===== src/rtl/scg_pkg.sv =====
package scg_pkg;
  localparam int IDX_CPU_T  = 0;
  localparam int IDX_CPU_C  = 1;
  localparam int IDX_CPU_CS = 2;
  localparam int IDX_REF0   = 3;
  localparam int IDX_REF1   = 4;
  localparam int IDX_USB    = 5;
  localparam int IDX_SIO    = 6;
  localparam int IDX_PCI0   = 7;
  localparam int N_STRAP    = 5;
  // pull direction of undriven strap pins: FS3 pulls down, the rest up
  localparam logic [N_STRAP-1:0] STRAP_PULL = 5'b10111;

  typedef struct packed {
    logic       mode;
    logic [3:0] fs;
  } strap_t;

  function automatic logic [N_STRAP-1:0] strap_resolve(
      input logic [N_STRAP-1:0] lvl, input logic [N_STRAP-1:0] drv);
    return (lvl & drv) | (STRAP_PULL & ~drv);
  endfunction

  function automatic logic in_cpu_group(input int idx);
    return idx <= IDX_CPU_CS;
  endfunction
endpackage


===== src/rtl/scg_strap_latch.sv =====
module scg_strap_latch
  import scg_pkg::*;
#(
  parameter int WIN_CYC = 28636
) (
  input  logic               clk,
  input  logic               pwr_good,
  input  logic [N_STRAP-1:0] pin_lvl,
  input  logic [N_STRAP-1:0] pin_drv,
  output strap_t             straps,
  output logic               done
);
  localparam int CW = $clog2(WIN_CYC + 1);
  localparam logic [CW-1:0] LAST = CW'(WIN_CYC - 1);

  logic [CW-1:0] cnt;
  logic          win_end;

  assign win_end = !done && (cnt == LAST);

  always_ff @(posedge clk) begin
    if (!pwr_good) begin
      cnt    <= '0;
      done   <= 1'b0;
      straps <= '0;
    end else if (win_end) begin
      done   <= 1'b1;
      straps <= strap_t'(strap_resolve(pin_lvl, pin_drv));
    end else if (!done) begin
      cnt <= cnt + 1'b1;
    end
  end

  p_count_bound_r1: assert property (@(posedge clk) disable iff (!pwr_good)
    !done |-> (cnt <= LAST));
  p_latch_hold_r3: assert property (@(posedge clk) disable iff (!pwr_good)
    done |=> (done && $stable(straps)));
endmodule


===== src/rtl/scg_gate_cell.sv =====
module scg_gate_cell #(
  parameter bit CPU_GRP = 1'b0,
  parameter bit TRI_ON_STOP = 1'b0
) (
  input  logic clk,
  input  logic pwr_good,
  input  logic src,
  input  logic ena,
  input  logic stop_act,
  input  logic pd_n,
  input  logic dis,
  input  logic tri_all,
  output logic val,
  output logic oe
);
  logic stop_hit;
  logic live_q;
  logic run_q;

  assign stop_hit = CPU_GRP ? stop_act : 1'b0;

  // gate state only moves while the source is low
  always_ff @(posedge clk) begin
    if (!pwr_good) begin
      live_q <= 1'b0;
      run_q  <= 1'b0;
    end else if (!src) begin
      live_q <= pd_n & ~stop_hit;
      run_q  <= pd_n & ~stop_hit & ~dis;
    end
  end

  assign oe  = ena & ~tri_all & (TRI_ON_STOP ? live_q : 1'b1);
  assign val = oe & src & run_q;

  p_no_runt_r9: assert property (@(posedge clk) disable iff (!pwr_good)
    (src && $past(src) && $stable(oe)) |-> (val == $past(val)));
endmodule


===== src/rtl/strap_clk_gate.sv =====
module strap_clk_gate
  import scg_pkg::*;
#(
  parameter int N_PCI   = 6,
  parameter int N_SDR   = 13,
  parameter int WIN_CYC = 28636,
  localparam int NOUT   = IDX_PCI0 + N_PCI + N_SDR
) (
  input  logic               clk,
  input  logic               pwr_good,
  input  logic [N_STRAP-1:0] strap_in,
  input  logic [N_STRAP-1:0] strap_drv,
  input  logic               pd_n,
  input  logic               stop_n,
  input  logic [NOUT-1:0]    dis_mask,
  input  logic               tri_all,
  input  logic [NOUT-1:0]    clk_src,
  output logic [NOUT-1:0]    pin_val,
  output logic [NOUT-1:0]    pin_oe,
  output logic [3:0]         fs_sel,
  output logic               mode_sel,
  output logic               straps_done
);
  strap_t straps;
  logic   stop_act;

  scg_strap_latch #(.WIN_CYC(WIN_CYC)) u_latch (
    .clk     (clk),
    .pwr_good(pwr_good),
    .pin_lvl (strap_in),
    .pin_drv (strap_drv),
    .straps  (straps),
    .done    (straps_done)
  );

  assign fs_sel   = straps.fs;
  assign mode_sel = straps.mode;
  assign stop_act = straps_done && !straps.mode && !stop_n;

  for (genvar i = 0; i < NOUT; i++) begin : g_out
    logic ena;
    if (i == IDX_REF0) begin : g_ref0
      assign ena = straps_done & straps.mode;
    end else begin : g_plain
      assign ena = straps_done;
    end
    scg_gate_cell #(
      .CPU_GRP    (in_cpu_group(i)),
      .TRI_ON_STOP(i == IDX_CPU_C)
    ) u_cell (
      .clk     (clk),
      .pwr_good(pwr_good),
      .src     (clk_src[i]),
      .ena     (ena),
      .stop_act(stop_act),
      .pd_n    (pd_n),
      .dis     (dis_mask[i]),
      .tri_all (tri_all),
      .val     (pin_val[i]),
      .oe      (pin_oe[i])
    );
  end

  p_window_quiet_r1: assert property (@(posedge clk) disable iff (!pwr_good)
    !straps_done |-> (pin_oe == '0));
  p_ref0_input_r4: assert property (@(posedge clk) disable iff (!pwr_good)
    (straps_done && !mode_sel) |-> !pin_oe[IDX_REF0]);
  p_stop_tri_r5: assert property (@(posedge clk) disable iff (!pwr_good)
    (straps_done && !mode_sel && !stop_n && !clk_src[IDX_CPU_C]) |=> !pin_oe[IDX_CPU_C]);
  p_pd_low_r6: assert property (@(posedge clk) disable iff (!pwr_good)
    !pd_n |=> ((pin_val & ~$past(clk_src)) == '0));
  p_dis_low_r7: assert property (@(posedge clk) disable iff (!pwr_good)
    (dis_mask != '0) |=> ((pin_val & $past(dis_mask) & ~$past(clk_src)) == '0));
  p_tri_all_r8: assert property (@(posedge clk) disable iff (!pwr_good)
    tri_all |-> (pin_oe == '0));
endmodule


===== config.mk =====
export PLATFORM = sky130hd
export DESIGN_NAME = strap_clk_gate
export DESIGN_NICKNAME = d
export VERILOG_FILES = /design/src/rtl/scg_pkg.sv /design/src/rtl/scg_strap_latch.sv /design/src/rtl/scg_gate_cell.sv /design/src/rtl/strap_clk_gate.sv
export SDC_FILE = /design/constraint.sdc
export NUM_CORES = 1
export LEC_CHECK = 0
export BUFFER_PORTS_ARGS = -buffer_cell sky130_fd_sc_hd__clkbuf_2
export CORE_ASPECT_RATIO = 1.25
export CORE_MARGIN = 2
export CORE_UTILIZATION = 46
export CTS_CLUSTER_SIZE = 24
export DETAILED_ROUTE_END_ITERATION = 8
export PLACE_DENSITY = 0.8
export SLEW_MARGIN = 20
export SYNTH_ARGS = -nofsm -noshare
export SYNTH_HDL_FRONTEND = slang
export SYNTH_SLANG_ARGS = --single-unit

===== constraint.sdc =====
create_clock -name clk -period 2.2 [get_ports clk]
set_input_delay 0.33 -clock clk [delete_from_list [all_inputs] [get_ports clk]]
set_output_delay 0.33 -clock clk [all_outputs]
set_load 0.02 [all_outputs]

# Word-level counts from Yosys, hierarchy flattened
# Index checks and enable logic that the tools add are counted.
dict set report classes {
  addsub 1
  reduce_logical 7
  n_eq_ne 1
  n_bitwise 116
}
# operator n
set op_table {}
lappend op_table {{$and A1 B1 Y1} 83}
lappend op_table {{$not A1 Y1} 30}
lappend op_table {{$add A15 B1 Y15 const B} 1}
lappend op_table {{$eq A15 B15 Y1 const B} 1}
lappend op_table {{$and A5 B5 Y5} 1}
lappend op_table {{$not A5 Y5} 1}
lappend op_table {{$or A5 B5 Y5} 1}
lappend op_table {{$logic_and A1 B1 Y1} 3}
lappend op_table {{$logic_not A1 Y1} 3}
lappend op_table {{$reduce_and A2 Y1} 1}
dict set report totals {
  output_inout_bits 58
  ff_bits 48
  word_cells 156
  inputBits 67
}

# Longest topological paths before layout
# Gate-level depths: netlist of run 1.
dict set report logic_depth {
  depth_word 6
  mapped_depth 6
  depth_no_buf 5
}

# By module
# A second synthesis of run 1 with hierarchy kept.
dict set report unflattened {
  hier_cells 251
  hier_area_um2 2444.8
}
# mod area_each_um2 cells_each seq_area_each_um2 instances
set modules_own_cells {}
lappend modules_own_cells {{scg_gate_cell (g_out[10].u_cell ...)} 51.3 5 20.0 23}
lappend modules_own_cells {scg_strap_latch 1038.5 112 420.4 1}
lappend modules_own_cells {{scg_gate_cell (g_out[0].u_cell ...)} 55.1 6 20.0 2}
lappend modules_own_cells {{scg_gate_cell (g_out[1].u_cell)} 97.6 10 40.0 1}
lappend modules_own_cells {strap_clk_gate 18.8 2 0.0 1}

# Worst setup path before layout of run 1
# Ideal clock, no wire load.
dict set report synth_timing {
  kind {reg2out}
  startpoint {register u_latch.done}
  endpoint {output port pin_val[1]}
  path_buffers 2
  stages_incl_launch_ff 7
  slack_ns 0.262
  t_required_ns 1.870
  arrival_time_ns 1.608
  path_cell_list {dfxtp_1 > nand2b_1 > clkbuf_1 > inv_1 > and2_1 > and3_1 > buf_4}
}
dict set report synth_via {
  elab_chain_cells 4
}
# element line
set synth_rtl {}
lappend synth_rtl {{start: declaration} scg_strap_latch.sv:11} ;# output logic done
lappend synth_rtl {{start signal: assignment} scg_strap_latch.sv:24} ;# done <= 1'b0;
lappend synth_rtl {{start signal: assignment} scg_strap_latch.sv:27} ;# done <= 1'b1;
lappend synth_rtl {{$and A1 B1 Y1} -}
lappend synth_rtl {{net g_out[0].u_cell.oe} scg_gate_cell.sv:14} ;# output logic oe
lappend synth_rtl {{$and A1 B1 Y1} scg_gate_cell.sv:33} ;# assign oe = ena & ~tri_all & (TRI_ON_STOP ? live_q : 1'b1);
lappend synth_rtl {{net g_out[1].u_cell.oe} scg_gate_cell.sv:14}
lappend synth_rtl {{$and A1 B1 Y1 (2 in series)} scg_gate_cell.sv:34} ;# assign val = oe & src & run_q;
lappend synth_rtl {{end: declaration} strap_clk_gate.sv:18} ;# output logic [NOUT-1:0] pin_val,
# The timed path passes the listed nets, and every way through them passes these cells.

# Worst setup path after layout of run 1
dict set report layout_timing {
  startpoint {register u_latch.cnt[0]}
  endpoint {register, netlist name u_latch.straps[2]}
}
dict set report layout_via {
  elab_chain_cells 2
}
# element line
set layout_rtl {}
lappend layout_rtl {{start: declaration} scg_strap_latch.sv:16} ;# logic [CW-1:0] cnt;
lappend layout_rtl {{start signal: assignment} scg_strap_latch.sv:30} ;# cnt <= cnt + 1'b1;
lappend layout_rtl {{$eq A15 B15 Y1} scg_strap_latch.sv:19} ;# assign win_end = !done && (cnt == LAST);
lappend layout_rtl {{$logic_and A1 B1 Y1} scg_strap_latch.sv:19}
# No other way between the ends.
# A chain may end at the register's enable or synchronous reset.

==> metrics, run 1 <==
Cell Rows 30; largest net degree at the start of global routing 44; top cell type by total area after synthesis dfxtp_1; Final ANT Viol Nets 0; Via density 4.95; top routing layer in use met4; post-synthesis cell type count 35; Fin. Hold Viols 0; Worst Hold Depth 3; final setup fails 0; CTS tree built; number of global-route vias before repair 1955; Netlist Area Pre-Place 2560 um2; setup slack, reg-to-reg 380 ps; slew at the pin closest to its max-slew limit 485 ps; Chip Width 70.7 um; Core Util, Final 54.9%; final setup TNS 0 ps; max_cap viols 0; first-pass GRT wire length 8450 um; FF-to-FF End u_latch.straps[2]$_SDFFE_PN0P_; final critical path time including I/O delays and setup 1820 ps; detailed route wirelength on metal3 332 um; core area 5410 um2; CP Capture Type register; crit-path max FO 5; r2r startpoint u_latch.cnt[0]$_SDFFE_PN0P_; # diodes 0; period utilization 82.7%; initial DRC count 67; Synth top area share 37.6%; outcome completed; Worst EP arrival 1990 ps; hold_sp clk_src[22]; Area Growth Syn to Fin 16.0%; Clock Tree Root clkbuf_8; Setup crit start u_latch.cnt[0]$_SDFFE_PN0P_; DR DRC count 0; Initial Util 47.3%; Synth Net Count 377; CTS Buffer Depth 2; startpoint types register; GRT overflow 0; final net count 449; Met1 Routed Length 2070 um; register area share after synthesis 37.6%; post-CTS setup buffers 0; warnings from Yosys 0; Reg clk slew, reported paths 90 ps; power density cells 559 nW/um2; Slew Viols, Final 0; slew margin rel. 67.5%; peak supply drop 0.275 mV; Max Clock Freq 550 MHz; post_cts resized 0; Inserted Clock Buffers 5; initial antenna violation count 0; clock skew 4.45 ps; htree depth 2; drt pass-1 iters 6; RSZ-0062 raised after global routing no; Seq cells post-synth 48; ys async rst share 0%; Post-synth EDFFs 0; top_reg_cell synth dfxtp_1; Ports 125; area of the die 6180 um2; Gate Count Post-Synth 309; Routed WL per cell 11.7 um; via count 2209; R2R depth 5; share of layout cells above drive strength 1 43.2%; Final GP Congestion 0.771; hold endpoint g_out[22].u_cell.run_q$_SDFFE_PN0N_; worst skew pair latency 290 ps; Critical Path RT 2370 ps; Worst Setup Path Type register to register; Tot GR Track Use 16.7%; Port Buf Inserts 124; P_leak 1.29 nW; hold crit path type primary input to register; drt total wl 5210 um; largest cells by area after synthesis dfxtp_1 (38%), buf_4 (15%), or3b_2 (7.5%), a21oi_1 (6.3%), nor2_1 (5.6%); die height 87.4 um; metal2 WL 2710 um; # clock sinks 48; HPWL after DPL 4060 um; synthesized area per cell 8.28 um2; Post-CTS Hold Buffers 0
==> worst max path at each step <==
stage | endpoint | slack [ps] | depth (start not counted)
after floorplan | pin_val[1] | 260 | 6
after global placement | u_latch.straps[1]$_SDFFE_PN0P_ | 480 | 5
after detailed placement | u_latch.straps[2]$_SDFFE_PN0P_ | 390 | 5
after CTS | u_latch.straps[2]$_SDFFE_PN0P_ | 370 | 5
after global routing | u_latch.straps[0]$_SDFFE_PN0P_ | 220 | 5
final | u_latch.straps[2]$_SDFFE_PN0P_ | 380 | 5
==> routing by layer <==
metal  global-route usage [%]  up-vias
met4                     6.00        0
met1                     18.6      981
met3                     4.05        9
met2                     30.6       76
li1                         -     1143
met5                        0        -
==> sequential cells by signal (all words and copies together) (netlist names) <==
name / flops
g_out.u_cell.run_q: 26
u_latch.cnt: 15
u_latch.straps: 5
g_out.u_cell.live_q: 1
u_latch.done: 1
==> synth_stat cells (5+ instances only) <==
cell,instances
xnor2_1,7
clkbuf_1,10
dfxtp_1,48
nand2_1,36
a21oi_1,32
nor2_1,38
inv_1,5
buf_4,52
nor4_1,6
or3b_2,22
nor3_1,7
==> cell families (layout without fill, tap and decap cells) <==
logic type	after synthesis	after routing	share of synthesized area [%]
simple gates	140	140	31.9
buf+inv	69	142	17.8
flops	48	48	37.6
compound gates	40	40	8.32
xor+xnor	9	9	3.08
mux	2	2	0.783
fa+ha+maj	1	1	0.489
==> per-stage QoR <==
stage	instance area, um2	total power [W]	setup WS (ps)	cells	hold WS (ps)
final	2970	0.00166	380	446	289
after global routing	2970	0.00173	223	446	289
after CTS	2970	0.00169	371	446	277
after detailed placement	2860	0.00106	385	438	454
after global placement	2860	0.00106	477	438	446
after floorplan	2560	0.000985	262	309	435
==> area by class of cell <==
cell class / instances / area, um2
clock buffer: 5 / 68.8
clock inverter: 3 / 42.5
fill: 503 / 2440
inverter: 6 / 22.5
multi-input combinational: 192 / 1140
sequential: 48 / 961
tap: 64 / 80.1
timing repair buffer: 128 / 651
==> cells in the final DEF, fill, tap and decap left out, types with 2 or more instances in the layout <==
| master | count |
|---|---|
| a21oi_1 | 32 |
| and2_1 | 2 |
| and3_1 | 2 |
| buf_4 | 4 |
| clkbuf_2 | 124 |
| clkbuf_8 | 5 |
| dfxtp_1 | 48 |
| inv_1 | 5 |
| mux2i_1 | 2 |
| nand2_1 | 36 |
| nand2b_1 | 3 |
| nand3_1 | 4 |
| nand4_1 | 4 |
| nand4b_1 | 2 |
| nor2_1 | 38 |
| nor3_1 | 7 |
| nor4_1 | 6 |
| nor4b_2 | 4 |
| o21ai_0 | 4 |
| or3_1 | 4 |
| or3b_2 | 22 |
| xnor2_1 | 7 |
| xor2_1 | 2 |
==> worst max-delay path, cell delays in order (launching register included) <==
cell	delay [ps]
dfxtp_1	420
ha_1	250
nand3_1	180
or4_4	510
nor4b_2	280
nor3_1	70
==> power breakdown <==
group          leakage [nW]  switching (W)  internal (W)  total, W
Sequential            0.390      0.0000106      0.000892  0.000902
Combinational         0.842      0.0000640     0.0000759  0.000140
Clock                0.0541       0.000281      0.000336  0.000617
Total                  1.29       0.000356       0.00130   0.00166
No activity file was read; power rests on OpenSTA's default activity.
==> run 2: changes to the inputs <==
--- a/config.mk
+++ b/config.mk
@@ -8,10 +8,10 @@
 export BUFFER_PORTS_ARGS = -buffer_cell sky130_fd_sc_hd__clkbuf_2
 export CORE_ASPECT_RATIO = 1.25
 export CORE_MARGIN = 2
-export CORE_UTILIZATION = 46
+export CORE_UTILIZATION = 42
 export CTS_CLUSTER_SIZE = 24
 export DETAILED_ROUTE_END_ITERATION = 8
-export PLACE_DENSITY = 0.8
+export PLACE_DENSITY = 0.77
 export SLEW_MARGIN = 20
 export SYNTH_ARGS = -nofsm -noshare
 export SYNTH_HDL_FRONTEND = slang
==> constraint.sdc (replaced) <==
create_clock -name clk -period 1.6 [get_ports clk]
set_input_delay 0.24 -clock clk [delete_from_list [all_inputs] [get_ports clk]]
set_output_delay 0.24 -clock clk [all_outputs]
set_load 0.02 [all_outputs]
==> metrics, run 2 (same netlist as run 1, synthesis figures left out) <==
DP Worst Slack 6.82 ps (-379 ps); RSZ-0062 raised after global routing yes; Area Growth Syn to Fin 25.7%; Slew Viols, Final 0 (unchanged); post-CTS setup buffers 0 (unchanged); Routed WL per cell 11.9 um (+2.1%); P_leak 1.40 nW (+8.5%); Ports 125 (unchanged); largest registers g_out.u_cell.run_q (26), u_latch.cnt (15), u_latch.straps (5); Port Buf Inserts 124 (unchanged); final critical path time including I/O delays and setup 1610 ps (-209 ps); first-pass GRT wire length 9220 um (+9.2%); Power Total 0.00220 W (+33%); power density cells 685 nW/um2 (+22%); fin cells 486 (+9.0%); final net count 471 (+4.9%); hold crit path type primary input to register; final setup fails 1 (+1); commonest non-fill, non-tap cell in the layout clkbuf_2; DP Cell Count 478 (+9.1%); Clock Tree Root clkbuf_8; Final ANT Viol Nets 0 (unchanged); Core Util, Final 54.9% (about the same); worst skew pair latency 300 ps (about the same); CTS tree built; die height 91.2 um (+4.4%); crit-path max FO 5 (unchanged); CP Capture Type register; CTS Buffer Depth 2 (unchanged); max reg flops 26 (unchanged); max_cap viols 0 (unchanged); Final GP Congestion 0.818 (+6.1%); Reg with most FFs g_out.u_cell.run_q; GRT overflow 0 (unchanged); largest net degree at the start of global routing 35 (-20%); initial antenna violation count 0 (unchanged); Post-CTS Hold Buffers 0 (unchanged); Worst Setup Path Type register to register; share of layout cells above drive strength 1 50.0% (+6.8 points); violated checks setup timing; clock skew 6.41 ps (+1.96 ps); slew margin rel. 75.5% (+8.0 points); Tot GR Track Use 17.2% (+0.55 points); startpoint types register; # clock sinks 48 (unchanged); most frequent cells in the layout clkbuf_2 (120), dfxtp_1 (45), nand2_1 (36), nor2_1 (36), a21oi_1 (32); core area 5860 um2 (+8.4%); area of the die 6730 um2 (+9.0%); Worst EP arrival 1790 ps (-200 ps); initial DRC count 77 (+15%); HPWL after DPL 4710 um (+16%); peak supply drop 0.411 mV (+49%); Via density 4.72 (-4.7%); Max Clock Freq 621 MHz (+13%); outcome finished with violations; Inserted Clock Buffers 5 (unchanged); via count 2293 (+3.8%); slew at the pin closest to its max-slew limit 368 ps (-117 ps); drt pass-1 iters 4 (-2); number of global-route vias before repair 2156 (+10%); drt total wl 5800 um (+11%); final setup TNS -10.6 ps (-10.6 ps); Initial Util 43.7% (-3.6 points); Chip Width 73.8 um (+4.4%); # diodes 0 (unchanged); Cell Rows 31 (+3.3%); Fin. Hold Viols 0 (unchanged); period utilization 101% (+18 points); DR DRC count 0 (unchanged); htree depth 2 (unchanged); Reg clk slew, reported paths 90 ps (about the same); final worst setup slack -10.6 ps (-391 ps); Critical Path RT 1780 ps (-590 ps)
==> run 2: layer usage <==
metal	up-vias	GRT usage, %	wire (um)
li1	1188	-	-
met1	1010	19.1	2410
met2	87	31.0	2930
met3	8	3.77	361
met4	0	6.36	85
met5	-	0	0
==> run 2: through the flow <==
stage	area, um2	hold WS (ps)
floorplan	2610	376
detailed placement	3070	454
finish	3210	194
CTS	3180	185
global placement	3070	449
global route	3210	189
==> run 2: final cells by class <==
cell class,count,area [um2]
fill,527,2640
timing repair buffer,150,825
tap,82,103
clock inverter,2,13.8
inverter,6,26.3
clock buffer,6,82.6
multi-input combinational,192,1200
sequential,48,967
==> run 2: path summary, 6_finish.rpt <==
check | cells past startpoint | startpoint | to | slack [ps]
worst min register to register | 2 | g_out[15].u_cell.run_q$_SDFFE_PN0N_ | g_out[15].u_cell.run_q$_SDFFE_PN0N_ | 460
worst min-delay path | 3 | clk_src[10] | g_out[10].u_cell.run_q$_SDFFE_PN0N_ | 190
worst max register to register | 4 | u_latch.cnt[5]$_SDFFE_PN0P_ | u_latch.straps[0]$_SDFFE_PN0P_ | -10
worst max-delay path | 4 | u_latch.cnt[5]$_SDFFE_PN0P_ | u_latch.straps[0]$_SDFFE_PN0P_ | -10
==> run 2: what timing repair did <==
action,in CTS,in global routing
pin swaps,2,2
endpoints found under the setup margin,12,16
resized for setup,1,14
==> run 2: report_power, final <==
part	total [W]	switching [W]	internal [W]
registers	0.00123	0.0000102	0.00122
clock network	0.000750	0.000396	0.000353
logic	0.000216	0.0000973	0.000119
total	0.00220	0.000504	0.00170
==> run 2: worst max-delay path, stage by stage (launching register included) <==
cell and delay, ps:
dfxtp_1 320, nand4bb_4 220, or4_4 610, nor4b_4 270, nor3_1 70
